==> config.mk <==
export PLATFORM = sky130hd
export DESIGN_NAME = serial_rx_tagged
export DESIGN_NICKNAME = d
export VERILOG_FILES = /design/src/rtl/srx_pkg.sv /design/src/rtl/srx_sync.sv /design/src/rtl/srx_frame_fsm.sv /design/src/rtl/srx_fifo.sv /design/src/rtl/serial_rx_tagged.sv
export SDC_FILE = /design/constraint.sdc
export NUM_CORES = 1
export LEC_CHECK = 0
export BUFFER_PORTS_ARGS = -buffer_cell sky130_fd_sc_hd__buf_2
export CORE_UTILIZATION = 54
export DETAILED_ROUTE_END_ITERATION = 8
export PLACE_DENSITY = 0.7
export SYNTH_ARGS = -nofsm -noshare
export SYNTH_HDL_FRONTEND = slang
export SYNTH_SLANG_ARGS = --single-unit
==> constraint.sdc <==
create_clock -name clk -period 8.6 [get_ports clk]
set_input_delay 2.15 -clock clk [delete_from_list [all_inputs] [get_ports clk]]
set_output_delay 2.15 -clock clk [all_outputs]
set_load 0.02 [all_outputs]
==> src/rtl/srx_pkg.sv <==
package srx_pkg;
    typedef enum logic [2:0] {
        IDLE, START_CHK, DATA_BITS, PARITY_BIT, STOP_1, STOP_2, BREAK_WAIT
    } rx_state_e;

    typedef struct packed {
        logic ovr;
        logic brk;
        logic par;
        logic frm;
    } rx_flags_t;

    localparam int unsigned CHAR_W = 8;
endpackage

==> src/rtl/srx_sync.sv <==
module srx_sync #(
    parameter int unsigned STAGES = 2
) (
    input  logic clk,
    input  logic rst_n,
    input  logic d_in,
    output logic d_out
);
    logic [STAGES-1:0] chain_q;

    always_ff @(posedge clk or negedge rst_n) begin
        if (!rst_n) chain_q <= '1;
        else        chain_q <= {chain_q[STAGES-2:0], d_in};
    end

    assign d_out = chain_q[STAGES-1];
endmodule

==> src/rtl/srx_frame_fsm.sv <==
module srx_frame_fsm
    import srx_pkg::*;
#(
    parameter int unsigned OVS = 16
) (
    input  logic              clk,
    input  logic              rst_n,
    input  logic              tick,
    input  logic              line,
    input  logic              en,
    input  logic [1:0]        cfg_len,
    input  logic              cfg_par_en,
    input  logic              cfg_par_odd,
    input  logic              cfg_stop2,
    output logic              push,
    output logic [CHAR_W-1:0] push_data,
    output logic              push_frm,
    output logic              push_par,
    output logic              push_brk,
    output logic              busy
);
    localparam int unsigned CW   = $clog2(OVS);
    localparam logic [CW-1:0] MID  = CW'(OVS/2 - 1);
    localparam logic [CW-1:0] LAST = CW'(OVS - 1);

    rx_state_e         state_q, state_d;
    logic [CW-1:0]     cnt_q, cnt_d;
    logic [2:0]        bit_q, bit_d;
    logic [CHAR_W-1:0] sh_q, sh_d;
    logic              acc_q, acc_d;
    logic              ones_q, ones_d;
    logic              perr_q, perr_d;
    logic              frm_q, frm_d;
    logic              brk_q, brk_d;
    logic              push_q, push_d;

    // state register and frame datapath
    always_ff @(posedge clk or negedge rst_n) begin
        if (!rst_n) begin
            state_q <= IDLE;
            cnt_q   <= '0;
            bit_q   <= '0;
            sh_q    <= '0;
            acc_q   <= 1'b0;
            ones_q  <= 1'b0;
            perr_q  <= 1'b0;
            frm_q   <= 1'b0;
            brk_q   <= 1'b0;
            push_q  <= 1'b0;
        end else begin
            state_q <= state_d;
            cnt_q   <= cnt_d;
            bit_q   <= bit_d;
            sh_q    <= sh_d;
            acc_q   <= acc_d;
            ones_q  <= ones_d;
            perr_q  <= perr_d;
            frm_q   <= frm_d;
            brk_q   <= brk_d;
            push_q  <= push_d;
        end
    end

    logic at_mid, at_last;
    assign at_mid  = tick && (cnt_q == MID);
    assign at_last = tick && (cnt_q == LAST);

    // next-state logic
    always_comb begin
        state_d = state_q;
        cnt_d   = tick ? cnt_q + 1'b1 : cnt_q;
        bit_d   = bit_q;
        sh_d    = sh_q;
        acc_d   = acc_q;
        ones_d  = ones_q;
        perr_d  = perr_q;
        frm_d   = frm_q;
        brk_d   = brk_q;
        push_d  = 1'b0;
        unique case (state_q)
            IDLE: begin
                cnt_d = '0;
                if (tick && en && !line) state_d = START_CHK;
            end
            START_CHK: begin
                if (at_mid) begin
                    cnt_d = '0;
                    if (!line) begin
                        state_d = DATA_BITS;
                        bit_d   = '0;
                        acc_d   = 1'b0;
                        ones_d  = 1'b0;
                        perr_d  = 1'b0;
                        frm_d   = 1'b0;
                        brk_d   = 1'b0;
                    end else begin
                        state_d = IDLE;
                    end
                end
            end
            DATA_BITS: begin
                if (at_last) begin
                    sh_d   = {line, sh_q[CHAR_W-1:1]};
                    acc_d  = acc_q ^ line;
                    ones_d = ones_q | line;
                    bit_d  = bit_q + 1'b1;
                    if (bit_q == {1'b1, cfg_len})
                        state_d = cfg_par_en ? PARITY_BIT : STOP_1;
                end
            end
            PARITY_BIT: begin
                if (at_last) begin
                    perr_d  = acc_q ^ line ^ cfg_par_odd;
                    ones_d  = ones_q | line;
                    state_d = STOP_1;
                end
            end
            STOP_1: begin
                if (at_last) begin
                    frm_d = !line;
                    brk_d = !line && !ones_q;
                    if (!line && !ones_q) begin
                        push_d  = 1'b1;
                        state_d = BREAK_WAIT;
                    end else if (cfg_stop2) begin
                        state_d = STOP_2;
                    end else begin
                        push_d  = 1'b1;
                        state_d = IDLE;
                    end
                end
            end
            STOP_2: begin
                if (at_last) begin
                    push_d  = 1'b1;
                    state_d = IDLE;
                end
            end
            BREAK_WAIT: begin
                if (line) state_d = IDLE;
            end
            default: state_d = IDLE;
        endcase
    end

    // outputs
    always_comb begin
        push     = push_q;
        push_frm = frm_q;
        push_brk = brk_q;
        push_par = perr_q && !brk_q;
        busy     = (state_q != IDLE);
        unique case (cfg_len)
            2'd0:    push_data = sh_q >> 3;
            2'd1:    push_data = sh_q >> 2;
            2'd2:    push_data = sh_q >> 1;
            default: push_data = sh_q;
        endcase
    end
endmodule

==> src/rtl/srx_fifo.sv <==
module srx_fifo #(
    parameter int unsigned WIDTH = 12,
    parameter int unsigned DEPTH = 16
) (
    input  logic             clk,
    input  logic             rst_n,
    input  logic             wr,
    input  logic [WIDTH-1:0] wdata,
    input  logic             rd,
    output logic [WIDTH-1:0] rdata,
    output logic             empty,
    output logic             full
);
    localparam int unsigned AW = $clog2(DEPTH);

    logic [WIDTH-1:0] mem_q [DEPTH];
    logic [AW-1:0]    wp_q, rp_q;
    logic [AW:0]      cnt_q;
    logic             do_wr, do_rd;

    assign empty = (cnt_q == '0);
    assign full  = (cnt_q == (AW+1)'(DEPTH));
    assign do_wr = wr && !full;
    assign do_rd = rd && !empty;
    assign rdata = mem_q[rp_q];

    always_ff @(posedge clk) begin
        if (do_wr) mem_q[wp_q] <= wdata;
    end

    always_ff @(posedge clk or negedge rst_n) begin
        if (!rst_n) begin
            wp_q  <= '0;
            rp_q  <= '0;
            cnt_q <= '0;
        end else begin
            if (do_wr) wp_q <= (wp_q == AW'(DEPTH-1)) ? '0 : wp_q + 1'b1;
            if (do_rd) rp_q <= (rp_q == AW'(DEPTH-1)) ? '0 : rp_q + 1'b1;
            cnt_q <= cnt_q + (AW+1)'(do_wr) - (AW+1)'(do_rd);
        end
    end
endmodule

==> src/rtl/serial_rx_tagged.sv <==
module serial_rx_tagged
    import srx_pkg::*;
#(
    parameter int unsigned OVS         = 16,
    parameter int unsigned QUEUE_DEPTH = 16,
    parameter int unsigned SYNC_STAGES = 2
) (
    input  logic       clk,
    input  logic       rst_n,
    input  logic       rx_tick,
    input  logic       rx_line,
    input  logic       rx_en,
    input  logic [1:0] cfg_len,
    input  logic       cfg_par_en,
    input  logic       cfg_par_odd,
    input  logic       cfg_stop2,
    input  logic       rd_en,
    output logic [7:0] rd_data,
    output logic [3:0] rd_flags,
    output logic       fifo_empty,
    output logic       fifo_full
);
    localparam int unsigned ENTRY_W = CHAR_W + $bits(rx_flags_t);

    logic              line_s;
    logic              push, push_frm, push_par, push_brk, busy;
    logic [CHAR_W-1:0] push_data;
    logic              wr_ok, pend_q;
    rx_flags_t         wflags;
    logic [ENTRY_W-1:0] rentry;

    srx_sync #(.STAGES(SYNC_STAGES)) u_sync (
        .clk(clk), .rst_n(rst_n), .d_in(rx_line), .d_out(line_s)
    );

    srx_frame_fsm #(.OVS(OVS)) u_fsm (
        .clk(clk), .rst_n(rst_n), .tick(rx_tick), .line(line_s), .en(rx_en),
        .cfg_len(cfg_len), .cfg_par_en(cfg_par_en), .cfg_par_odd(cfg_par_odd),
        .cfg_stop2(cfg_stop2), .push(push), .push_data(push_data),
        .push_frm(push_frm), .push_par(push_par), .push_brk(push_brk), .busy(busy)
    );

    assign wr_ok  = push && !fifo_full;
    assign wflags = '{ovr: pend_q, brk: push_brk, par: push_par, frm: push_frm};

    // lost-character marker carried to the next stored entry
    always_ff @(posedge clk or negedge rst_n) begin
        if (!rst_n)                 pend_q <= 1'b0;
        else if (push && fifo_full) pend_q <= 1'b1;
        else if (wr_ok)             pend_q <= 1'b0;
    end

    srx_fifo #(.WIDTH(ENTRY_W), .DEPTH(QUEUE_DEPTH)) u_fifo (
        .clk(clk), .rst_n(rst_n), .wr(push), .wdata({wflags, push_data}),
        .rd(rd_en), .rdata(rentry), .empty(fifo_empty), .full(fifo_full)
    );

    assign rd_data  = rentry[CHAR_W-1:0];
    assign rd_flags = rentry[ENTRY_W-1:CHAR_W];
endmodule

-- After elaboration in Yosys (flattened, before gate mapping)
Memory sizes are Yosys's and may differ from the RTL's.
Cells that the tools add are included.
- bits in registers: 40
- memory bits (writable): 192
- bits of input ports: 11
- output and inout bits: 14
- word-level logic and storage cells: 122
- memories kept: 1
- memory list (memory ; words ; width ; read ports ; clocked after memory_dff ; wr ports ; RTL line ; source):
    u_fifo.mem_q ; 16 ; 12 ; 1 ; 0 ; 1 ; srx_fifo.sv:16 ; logic [WIDTH-1:0] mem_q [DEPTH];
- $add $sub $neg: 6
- equal/unequal tests: 24
- mux-type cells: 44
- bitwise gates (word level): 3
- reductions and logical operators: 29
- operators with widths (cell ; number):
    $mux W3 ; 14
    $pmux W8 S3 ; 1
    $pmux W3 S7 ; 1
    $mux W4 ; 4
    $ne A2 B1 Y1 const B ; 8
    $reduce_and A4 Y1 ; 4
    $mux W1 ; 15
    $add A4 B1 Y4 const B ; 3
    $eq A4 B4 Y1 const B ; 3
    $pmux W1 S2 ; 6
    $reduce_bool A2 Y1 ; 5
    $eq A3 B3 Y1 const B ; 3
    $logic_and A1 B1 Y1 ; 9
    $pmux W4 S2 ; 1
    $reduce_and A8 Y1 ; 1
    $eq A3 B2 Y1 const B ; 2
    $pmux W3 S2 ; 1
    $add A5 B1 Y5 ; 1
    $eq A5 B5 Y1 const B ; 1
    $logic_not A1 Y1 ; 5
    $logic_not A5 Y1 ; 1
    $sub A5 B1 Y5 ; 1
    $eq A4 B3 Y1 const B ; 1
    $ne A2 B2 Y1 const B ; 2
    12 further kinds ; 13

-- Longest topological paths before layout
Gate-level depths: netlist of the first run.
- depth after elaboration: 5
- depth in mapped cells: 13
- gate-level depth less buffers: 12

-- Modules after synthesis
Synthesis of the first run repeated with hierarchy kept, for this count alone.
- cell total of the unflattened synthesis: 621
- area total of the unflattened synthesis: 9895.7 um^2
- modules (own cells, without submodules) (module ; times used ; cells an instance ; area each (um^2) ; seq. area each (um^2)):
    srx_fifo ; 1 ; 443 ; 8247.9 ; 6090.8
    srx_frame_fsm ; 1 ; 174 ; 1555.2 ; 600.6
    srx_sync ; 1 ; 2 ; 52.6 ; 52.6
    serial_rx_tagged ; 1 ; 2 ; 40.0 ; 25.0

-- Worst setup path before layout of the first run
OpenSTA, ideal clock, no wires.
- path type: register to output
- from: register u_fifo.rp_q[0]
- to: output port rd_data[7]
- arrival: 1657 ps
- data required time: 6450 ps
- path slack: 4793 ps
- cell stages (with the launch flop): 7
- path buffers: 3
- cell sequence: dfrtp_1 -> buf_6 -> buf_6 -> buf_4 -> mux4_2 -> mux2i_1 -> a21oi_1
- cells in the longest elaborated chain, start to end: 1
- ends and longest elaborated chain (item ; RTL line ; source):
    from (decl) ; srx_fifo.sv:17 ; logic [AW-1:0] wp_q, rp_q;
    from (signal assigned) ; srx_fifo.sv:38 ; if (do_rd) rp_q <= (rp_q == AW'(DEPTH-1)) ? '0 : rp_q + 1'b1;
    $mem_v2 Z16 W12 ; -- ;
    to (decl) ; serial_rx_tagged.sv:18 ; output logic [7:0] rd_data,
No other way between the ends.

-- Worst setup path after layout of the first run
- from: register u_fifo.rp_q[0]
- to: output port rd_flags[2]
- cells in the longest elaborated chain, start to end: 1
- ends and longest elaborated chain (item ; RTL line ; source):
    $mem_v2 Z16 W12 ; -- ;
    to (decl) ; serial_rx_tagged.sv:19 ; output logic [3:0] rd_flags,
No other way between the ends.

==> results of run 1 <==
[kinds of logic (layout without fill, tap and decap cells)]
kind of cell	count (synthesis)	count (layout)	synth area share (%)
flip-flops	232	232	69.4
multiplexers	77	77	14.2
AND/OR/NAND/NOR	119	119	6.33
XOR/XNOR	13	13	1.17
adder cells (fa/ha/maj)	14	14	1.87
buffers and inverters	48	92	2.22
AO/OA/AOI/OAI	68	68	4.74
[worst register-to-register path, stage by stage (launching register included)]
cell and delay (ps):
dfrtp_1 370, inv_1 80, ha_1 190, and4bb_2 250
nand2b_1 280, clkinv_1 210, nand3_1 250, nor2_2 920
[sequential cells by signal (all words and copies together), names as in the netlist, 2 cells and up]
| register | count |
|---|---|
| u_fifo.cnt_q | 5 |
| u_fifo.mem_q | 192 |
| u_fifo.rp_q | 4 |
| u_fifo.wp_q | 4 |
| u_fsm.bit_q | 3 |
| u_fsm.cnt_q | 4 |
| u_fsm.sh_q | 8 |
| u_fsm.state_q | 3 |
| u_sync.chain_q | 2 |
[through the flow]
stage	power, mW	cell area, µm²
5_1_grt	3.29	10900
3_5_place_dp	2.12	10100
2_1_floorplan	1.96	9750
6_report	3.16	10900
3_3_place_gp	2.09	10100
4_1_cts	3.18	10900
[area by class of cell]
class	instances	area [µm²]	share of cell area, %
clock buffer	32	723	6.61
multi-input combinational	291	2800	25.6
inverter	16	60.1	0.549
tap	225	282	2.57
sequential	232	6780	61.9
timing repair buffer	32	180	1.65
clock inverter	12	128	1.17
[synth_stat cells (all sizes together), types with 2 or more instances]
library cell    n  share of area [%]
edfxtp        192                 59
mux4           49                 11
nand2          43                1.7
dfrtp          38                9.8
mux2i          25                2.6
nor2           18               0.72
a21oi          17               0.87
buf            16               0.99
clkbuf         16               0.62
inv            15               0.58
nor2b          15               0.96
ha             13                1.7
a211oi         12               0.92
o21ai          12               0.62
and2            9               0.58
xnor2           9               0.81
nand2b          6               0.39
nand3           6               0.31
nor3b           4               0.31
nor4            4               0.26
o31ai           4               0.31
xor2            4               0.36
a22o            3               0.27
mux2            3               0.35
a21boi          2               0.15
a22oi           2               0.15
a2bb2oi         2               0.18
a31oi           2               0.13
dfstp           2               0.54
nand4           2               0.13
nor3            2               0.10
or3             2               0.13
or3b            2               0.21
[routing by layer]
metal	vias to the layer above	share of wire (%)
met5	-	0
met4	0	1.7
met3	29	4.6
met2	141	49
met1	2728	45
li1	2282	-
[worst paths after layout]
path,depth (start not counted),endpoint
worst min register to register,0,u_sync.chain_q[1]$_DFF_PN1_
worst min-delay path,0,u_sync.chain_q[1]$_DFF_PN1_
min in group asynchronous,1,u_fsm.cnt_q[1]$_DFF_PN0_
worst max register to register,7,u_fifo.mem_q[15][0]$_DFFE_PP_
worst max-delay path,6,rd_flags[2]
max in group asynchronous,1,u_fifo.rp_q[0]$_DFFE_PN0P_
[power by group]
group	internal, mW	switching, mW
clock network	0.653	0.415
logic	0.334	0.334
registers	1.26	0.154
==> metrics.md, run 1 <==
| Metric | Value |
|---|---|
| Die width | `about 140 µm` |
| Commonest non-fill, non-tap cells in the layout | `edfxtp_1, mux4_2, nand2_1, dfrtp_1, clkbuf_16` |
| Starting density of the core | `~56%` |
| Total GRT Usage | `a little over a fifth` |
| Gate Count Post-Synth | `about 570` |
| Slew HR | `a little under a quarter` |
| Placed insts | `about 800` |
| CTS sink cnt | `approximately 230` |
| Non-filler cells in the finished layout | `between 800 and 900` |
| Layout cell share with drive strength beyond 1 | `a little under a quarter` |
| GR peak layer | `met2` |
| Buf/Inv on CP | `2` |
| Critical path data arrival time | `approximately 3100 ps` |
| Num CTS Buffers | `24` |
| Ordered cell list for the critical path | `buf_4 -> mux4_2 -> nor2b_1 -> a211oi_1 -> a21oi_1 -> buf_2` |
| Critical path required time | `roughly 6500 ps` |
| Met2 Use GR | `35.0%` |
| Total Routed Length | `about 19000 µm` |
| Setup WS pre-CTS | `between 3000 and 4000 ps` |
| Avg Cell Area, Syn | `17.1 µm²` |
| Final WS setup | `3340 ps` |
| Clock skew | `between 10 and 15 ps` |
| Crit-path max FO | `43` |
| Largest buffer count on any clock path | `3` |
| Met1 Usage GRT | `~30%` |
| N_diodes | `0` |
| Clock slew at reported path FFs | `60 ps` |
| Number of DRC markers in iteration 0 | `around 420` |
| Final hold violation count | `0` |
| CTS Root Cell | `clkbuf_16` |
| Synth cell types | `between 50 and 60` |
| Via count | `5180` |
| Post-CTS Resized | `0` |
| Router iterations before antenna repair | `4` |
| Initial antenna violation count | `0` |
| Die ar. | `18600 µm²` |
| Seq/Total Area, Yosys | `a little over two thirds` |
| Vias in the first global route | `5259` |
| Final setup violation count | `0` |
| Worst Setup Start Kind | `flop` |
| Leak Pwr | `3.99 nW` |
| Global route overflow | `0` |
| WHS | `approximately 360 ps` |
| Status | `finished clean` |
| CP endpoint kind | `primary output` |
| Via density | `a little over 6` |
| Final period utilization | `between 60% and 70%` |
| Global-route wire length before repair | `29200 µm` |
| Worst slew pin tran | `1120 ps` |
| Fmax | `190 MHz` |
| M3 GR Usage | `around 3.1%` |
| Max-Cap Viols | `0` |
| H-tree levels | `1` |
| Crit-path leading delay family | `buffers and inverters` |
| Post-layout nets | `just over 600` |
| Die height | `~140 µm` |
| Antenna-violating nets left | `0` |
| Hold_buf cts | `0` |
| Syn nets | `a little under 600` |
| Pin count of the biggest net entering global routing | `44` |
| R2r startpoint | `u_fifo.cnt_q[3]$_DFF_PN0_` |
| Min cycle time layout | `about 5300 ps` |
| Setup CP Type | `reg -> out` |
| CP max stage delay | `just under 700 ps` |
| Placer Congestion | `roughly 0.76` |
| Post-CTS Setup Inserts | `0` |
| Max Transition Viols Final | `0` |
| Sum Neg Setup Slack | `0 ps` |
| FFs w/ async S/R, synth | `approximately 17%` |
| FP Rows | `48` |
| YS warnings | `0` |
| Layout fillers | `~1300` |
| Top Ports | `25` |
| RSZ-0062 raised after global routing | `no` |
| CP startpoint | `u_fifo.rp_q[0]$_DFFE_PN0P_` |
| Post-synth top flop | `edfxtp_1` |
| Residual DRC | `0` |
| Dpl hpwl | `11000 µm` |
| Commonest non-fill, non-tap cell in the layout | `edfxtp_1` |
| Port Buffer Count | `24` |
| Finished Core Util | `between 60% and 70%` |
| Area delta synth->final | `12.3%` |
| Hold Crit Start | `u_sync.chain_q[0]$_DFF_PN1_` |
| Hold Crit Class | `reg -> reg` |
| TritonCTS clock tree | `done` |
| Worst path slowest cell | `buf_4` |
| Mean routed wirelength per cell | `approximately 22 µm` |
| FF+latch count, synth | `roughly 230` |
| Core Region | `around 17000 µm²` |
| Synthesized area | `a little under 10000 µm²` |
| Worst-case vdd ir drop | `207 µV` |
| Number of flops mapped to enable cells by yosys | `about 190` |
| Cell area power density | `between 200 and 300 nW/µm²` |
| Reg-to-reg setup timing slack | `5670 ps` |
| Clock latency at the later pin of the worst-skew pair | `510 ps` |
Power figures use the tool's default switching activity.
==> run 2: changes to the inputs <==
PLACE_DENSITY = 0.73   (was 0.7)
clock period = 4.54 ns   (was 8.6 ns; I/O delays follow)
==> run 2 against run 1 <==
Core utilization is 0.41 points lower; setup slack got worse by 2800 ps; total power is 84% higher; via count down 1.5%; critical endpoint is now rd_data[2].
==> metrics.md, run 2 (synthesized netlist as in run 1, its figures left out) <==
| Metric | Value |
|---|---|
| Most flops, register | `u_fifo.mem_q` |
| CTS sink cnt | `about 230` |
| Hold Crit Class | `reg -> reg` |
| Clock skew | `~14 ps` |
| Post-layout nets | `~630` |
| Crit-path max FO | `27` |
| Number of DRC markers in iteration 0 | `~270` |
| Global route overflow | `0` |
| Largest buffer count on any clock path | `3` |
| Mean routed wirelength per cell | `roughly 22 µm` |
| Cell area power density | `about 530 nW/µm²` |
| Global-route wire length before repair | `28800 µm` |
| Max-Cap Viols | `0` |
| Die ar. | `18600 µm²` |
| Die width | `136 µm` |
| Clock latency at the later pin of the worst-skew pair | `520 ps` |
| Critical path data arrival time | `around 2900 ps` |
| Layout fillers | `between 1000 and 1500` |
| Max reg flops | `around 190` |
| Pin count of the biggest net entering global routing | `50` |
| FP Rows | `between 40 and 50` |
| Core Region | `approximately 17000 µm²` |
| Commonest non-fill, non-tap cell in the layout | `edfxtp_1` |
| Area delta synth->final | `11.6%` |
| Final hold violation count | `0` |
| Post-CTS Setup Inserts | `0` |
| CTS Root Cell | `clkbuf_16` |
| CP endpoint kind | `primary output` |
| Layout cell share with drive strength beyond 1 | `23.1%` |
| Final period utilization | `approximately nine tenths` |
| Total GRT Usage | `21.0%` |
| Starting density of the core | `approximately 56%` |
| Status | `finished clean` |
| H-tree levels | `1` |
| Max Transition Viols Final | `0` |
| TritonCTS clock tree | `done` |
| Die height | `between 100 and 150 µm` |
| Initial antenna violation count | `0` |
| Num CTS Buffers | `23` |
| Reg-to-reg setup timing slack | `between 1500 and 2000 ps` |
| Setup CP Type | `reg -> out` |
| Slew HR | `16.9%` |
| Worst slew pin tran | `1240 ps` |
| Router iterations before antenna repair | `5` |
| Final setup violation count | `0` |
| Fmax | `249 MHz` |
| Antenna-violating nets left | `0` |
| RSZ-0062 raised after global routing | `no` |
| Min cycle time layout | `4010 ps` |
| Leak Pwr | `around 4.0 nW` |
| Sum Neg Setup Slack | `0 ps` |
| Top Ports | `25` |
| Residual DRC | `0` |
| N_diodes | `0` |
| Placer Congestion | `a little under 0.9` |
| Final WS setup | `between 500 and 600 ps` |
| Vias in the first global route | `approximately 5300` |
| Critical path required time | `3400 ps` |
| Commonest non-fill, non-tap cells in the layout | `edfxtp_1, mux4_2, nand2_1, dfrtp_1` |
| Worst Setup Start Kind | `flop` |
| Post-CTS Resized | `0` |
| Setup WS pre-CTS | `roughly 1100 ps` |
| Worst-case vdd ir drop | `roughly 430 µV` |
| Total Routed Length | `18300 µm` |
| Via count | `5100` |
| Biggest regs | `u_fifo.mem_q (192), u_fsm.sh_q (8), u_fifo.cnt_q (5)` |
| Clock slew at reported path FFs | `60 ps` |
| Port Buffer Count | `24` |
| Dpl hpwl | `between 10000 and 15000 µm` |
| Hold_buf cts | `0` |
| Via density | `6.04` |
-- run 2: changes by cell type in the layout (fill, tap and decap cells not counted), moves of 2 or more --
| cell | delta |
|---|---|
| buf_4 | +7 |
| clkinvlp_4 | +2 |
| clkbuf_1 | +2 |
| inv_6 | +2 |
| nor2_2 | -4 |
| clkbuf_8 | -4 |
| nor2_1 | +4 |
| clkbuf_16 | -3 |
-- run 2: path summary, 6_finish.rpt --
kind / from / endpoint / cells after the start
setup / recovery: u_fifo.rp_q[0]$_DFFE_PN0P_ / rd_data[2] / 5
hold / removal: u_sync.chain_q[0]$_DFF_PN1_ / u_sync.chain_q[1]$_DFF_PN1_ / 0
setup reg to reg: u_fifo.cnt_q[2]$_DFF_PN0_ / u_fifo.cnt_q[4]$_DFF_PN0_ / 12
hold reg to reg: u_sync.chain_q[0]$_DFF_PN1_ / u_sync.chain_q[1]$_DFF_PN1_ / 0
max in group asynchronous: rst_n / u_fifo.rp_q[0]$_DFFE_PN0P_ / 1
min in group asynchronous: rst_n / u_fsm.cnt_q[1]$_DFF_PN0_ / 1
-- run 2: area by class of cell --
cell class              count  area, µm²  share of cell area [%]
repair buffers             39        233                    2.14
well taps                 225        282                    2.59
flip-flops and latches    232       6780                    62.3
clock buffers              27        601                    5.52
clock inverters            15        133                    1.22
inverters                  16       60.1                   0.552
multi-input cells         291       2790                    25.7
-- run 2: power by group --
part / internal, mW / leakage, nW / total, mW / switching (mW)
clock network: 1.02 / 0.350 / 1.82 / 0.801
logic: 0.655 / 1.21 / 1.23 / 0.575
registers: 2.39 / 2.39 / 2.75 / 0.359
-- run 2: stage by stage --
stage / total power, mW / utilization [%] / instances / hold slack (ps) / instance area (µm²)
2_1_floorplan: 3.71 / - / 571 / 345 / 9750
3_3_place_gp: 3.99 / 58.0 / 802 / 346 / 10100
3_5_place_dp: 4.04 / 58.0 / 802 / 347 / 10100
4_1_cts: 5.86 / 62.2 / 844 / 357 / 10900
5_1_grt: 6.06 / 62.2 / 845 / 359 / 10900
6_report: 5.81 / 62.2 / 845 / 356 / 10900
-- run 2: critical path: stages, from the launching register on --
cell	delay (ps)
dfrtp_4	770
buf_4	300
mux4_2	510
a211oi_1	500
a21oi_1	70
buf_2	200
-- run 2: layer usage --
layer	track usage, %	vias up	wire [µm]
met2	35.5	157	9490
met5	0	-	0
met3	3.02	40	988
li1	-	2304	-
met1	27.4	2599	7300
met4	8.52	0	520
==> run 3: changes to the inputs <==
ABC_AREA = 1   (was not set)
==> run 3 against run 2 <==
Sequential cell count stayed put; core utilization shrank 0.53 points; critical path depth rose by 5; final area increased by 2.3%; clock power up 3%; non-clock buffer count is 7 higher; synthesized cell count is 59% higher; via count is 29% higher; synthesized area grew 2.3%; fmax increased by 7.4%; sequential power down 6%; first-iteration DRC count rose to 2.7 times the previous value.
==> metrics.md, run 3 <==
| Metric | Value |
|---|---|
| Status | `finished clean` |
| Num CTS Buffers | `25` |
| Synthesized area | `around 10000 µm²` |
| R2r startpoint | `u_fifo.cnt_q[3]$_DFF_PN0_` |
| FF+latch count, synth | `around 230` |
| Port Buffer Count | `24` |
| Die ar. | `between 15000 and 20000 µm²` |
| Global route overflow | `0` |
| YS warnings | `0` |
| Clock skew | `between 10 and 15 ps` |
| Pin count of the biggest net entering global routing | `99` |
| Mean routed wirelength per cell | `17.6 µm` |
| Post-synthesis mux area share | `less than 1%` |
| Simple-Gate Fraction of Synth Area | `between 10 and 15%` |
| Cell area power density | `579 nW/µm²` |
| Antenna-violating nets left | `0` |
| Post-CTS Resized | `0` |
| Total Routed Length | `between 20000 and 25000 µm` |
| H-tree levels | `1` |
| Most flops, register | `u_fifo.mem_q` |
| Post-synth top flop | `edfxtp_1` |
| Final setup violation count | `0` |
| Number of DRC markers in iteration 0 | `roughly 720` |
| Slew HR | `~18%` |
| Worst-case vdd ir drop | `~500 µV` |
| Clock latency at the later pin of the worst-skew pair | `just over 500 ps` |
| Layout cell share with drive strength beyond 1 | `a little under an eighth` |
| Worst Setup Start Kind | `flop` |
| Crit-path max FO | `98` |
| Residual DRC | `0` |
| Router iterations before antenna repair | `5` |
| Total GRT Usage | `between 20 and 25%` |
| Hold Crit Class | `reg -> reg` |
| Dpl cell area | `approximately 10000 µm²` |
| Clock slew at reported path FFs | `about 60 ps` |
| Final hold violation count | `0` |
| Synth top area cells | `edfxtp_1, dfrtp_1, nor2_1` |
| Adder-cell area share of the yosys netlist | `about 1.8%` |
| Global-route wire length before repair | `32900 µm` |
| Sum Neg Setup Slack | `0 ps` |
| Post-CTS Setup Inserts | `0` |
| Synth area leader | `edfxtp_1` |
| Hold_buf cts | `0` |
| Worst R2R Path Depth | `14` |
| Worst slew pin tran | `around 1200 ps` |
| RSZ-0062 raised after global routing | `no` |
| TritonCTS clock tree | `done` |
| Seq/Total Area, Yosys | `between 60% and 70%` |
| Via density | `about 5.5` |
| Largest buffer count on any clock path | `3` |
| CP endpoint kind | `primary output` |
| Commonest cells post-synth | `edfxtp_1, nor2_1, nand2_1` |
| Die height | `138 µm` |
| Layout fillers | `between 1000 and 1500` |
| Commonest non-fill, non-tap cell in the layout | `edfxtp_1` |
| Via count | `6559` |
| Max Transition Viols Final | `0` |
| FP Rows | `a little under 50` |
| Setup CP Type | `reg -> out` |
| Number of flops mapped to enable cells by yosys | `192` |
| Leak Pwr | `about 4.2 nW` |
| CTS sink cnt | `232` |
| Finished Cell Area | `11100 µm²` |
| Die width | `around 140 µm` |
| WHS Endpoint | `u_sync.chain_q[1]$_DFF_PN1_` |
| FFs w/ async S/R, synth | `around 17%` |
| Critical path required time | `3400 ps` |
| N_diodes | `0` |
| Placed insts | `approximately 1100` |
| Starting density of the core | `a little under three fifths` |
| Placer Congestion | `approximately 0.87` |
| Core Region | `roughly 18000 µm²` |
| Tot Pwr | `about 6.4 mW` |
| Final period utilization | `between 80 and 90%` |
| Top Ports | `25` |
| Syn nets | `slightly above 900` |
| Area delta synth->final | `11.5%` |
| Post-synth top area share | `about 58%` |
| Hold Crit Start | `u_sync.chain_q[0]$_DFF_PN1_` |
| Fmax | `268 MHz` |
| Largest family of logic cells by synthesized area | `simple AND/OR/NAND/NOR gates` |
| Avg Cell Area, Syn | `11.0 µm²` |
| Critical path data arrival time | `2600 ps` |
| Synth Area in Compound Gates | `roughly a tenth` |
| Vias in the first global route | `~6300` |
| Initial antenna violation count | `0` |
| Count leader, synth | `edfxtp_1` |
| Post-layout nets | `between 900 and 1000` |
| Synth cell types | `35` |
| Worst R2R End | `u_fifo.cnt_q[4]$_DFF_PN0_` |
| Biggest regs | `u_fifo.mem_q (192), u_fsm.sh_q (8), u_fifo.cnt_q (5)` |
| Reg-to-reg setup timing slack | `1680 ps` |
| Dpl hpwl | `between 10000 and 15000 µm` |
| Commonest non-fill, non-tap cells in the layout | `edfxtp_1, nor2_1, nand2_1, o21ai_0, inv_1` |
| Max reg flops | `192` |
| Max-Cap Viols | `0` |
| Min cycle time layout | `3740 ps` |
| Hold path cells | `0` |
| CTS Root Cell | `clkbuf_16` |
| Non-filler cells in the finished layout | `between 1000 and 1500` |
| XOR/XNOR Fraction of Synth Area | `less than 1%` |
| Gate Count Post-Synth | `between 900 and 1000` |
-- run 3: changes by cell type in the layout (fill, tap and decap cells not counted), sizes merged, moves of 8 or more --
cell    change
o211ai     +23
nor2b      -15
o21ai     +135
nor2      +178
mux4       -49
and2        -9
nand2      +81
mux2i      -24
xnor2       -8
nand3      +26
a211oi     -12
inv        +38
-- run 3: stage by stage --
stage | hold slack (ps) | utilization [%] | setup WS (ps)
floorplan | 345 | - | 1810
global placement | 347 | 57.4 | 1340
detailed placement | 347 | 57.4 | 1330
CTS | 355 | 61.7 | 782
global route | 365 | 61.7 | 603
finish | 354 | 61.7 | 803
-- run 3: area by class of cell --
type,count,area [µm²],area share (%)
Tap cell,229,287,2.58
Sequential cell,232,6770,60.9
Multi-Input combinational cell,578,2790,25.1
Clock buffer,31,668,6.01
Clock inverter,15,96.3,0.866
Inverter,55,209,1.88
Timing Repair Buffer,46,298,2.68
-- run 3: where the power goes --
part	switching (mW)	internal (mW)	total, mW	leakage [nW]
combinational	1.34	0.638	1.98	1.57
sequential	0.155	2.43	2.58	2.21
clock	0.782	1.10	1.88	0.374
-- run 3: cell families after synthesis --
kind of cell / count (synthesis)
AND/OR/NAND/NOR: 362
flip-flops: 232
AO/OA/AOI/OAI: 190
buffers and inverters: 96
adder cells (fa/ha/maj): 14
XOR/XNOR: 11
multiplexers: 1
-- run 3: layer usage --
layer / track usage (%) / up-vias / routed length (µm)
li1: - / 3202 / -
met4: 6.70 / 0 / 390
met5: 0 / - / 0
met2: 38.3 / 199 / 10100
met1: 32.0 / 3128 / 9290
met3: 3.14 / 30 / 1070
-- run 3: worst max path at each step --
stage,start,end
after floorplan,rd_en,u_fifo.cnt_q[4]$_DFF_PN0_
after global placement,u_fifo.rp_q[0]$_DFFE_PN0P_,rd_data[5]
after detailed placement,u_fifo.rp_q[0]$_DFFE_PN0P_,rd_data[5]
after CTS,u_fifo.rp_q[0]$_DFFE_PN0P_,rd_data[5]
after global routing,u_fifo.rp_q[0]$_DFFE_PN0P_,rd_flags[0]
final,u_fifo.rp_q[0]$_DFFE_PN0P_,rd_data[5]
-- run 3: critical path, stage by stage (launching register included) --
cell	delay (ps)
dfrtp_2	380
buf_4	740
nor2_1	110
nor2_1	110
o21ai_0	110
o21ai_1	150
nand2_1	70
nand2_1	100
inv_1	50
nand2_1	80
buf_2	170
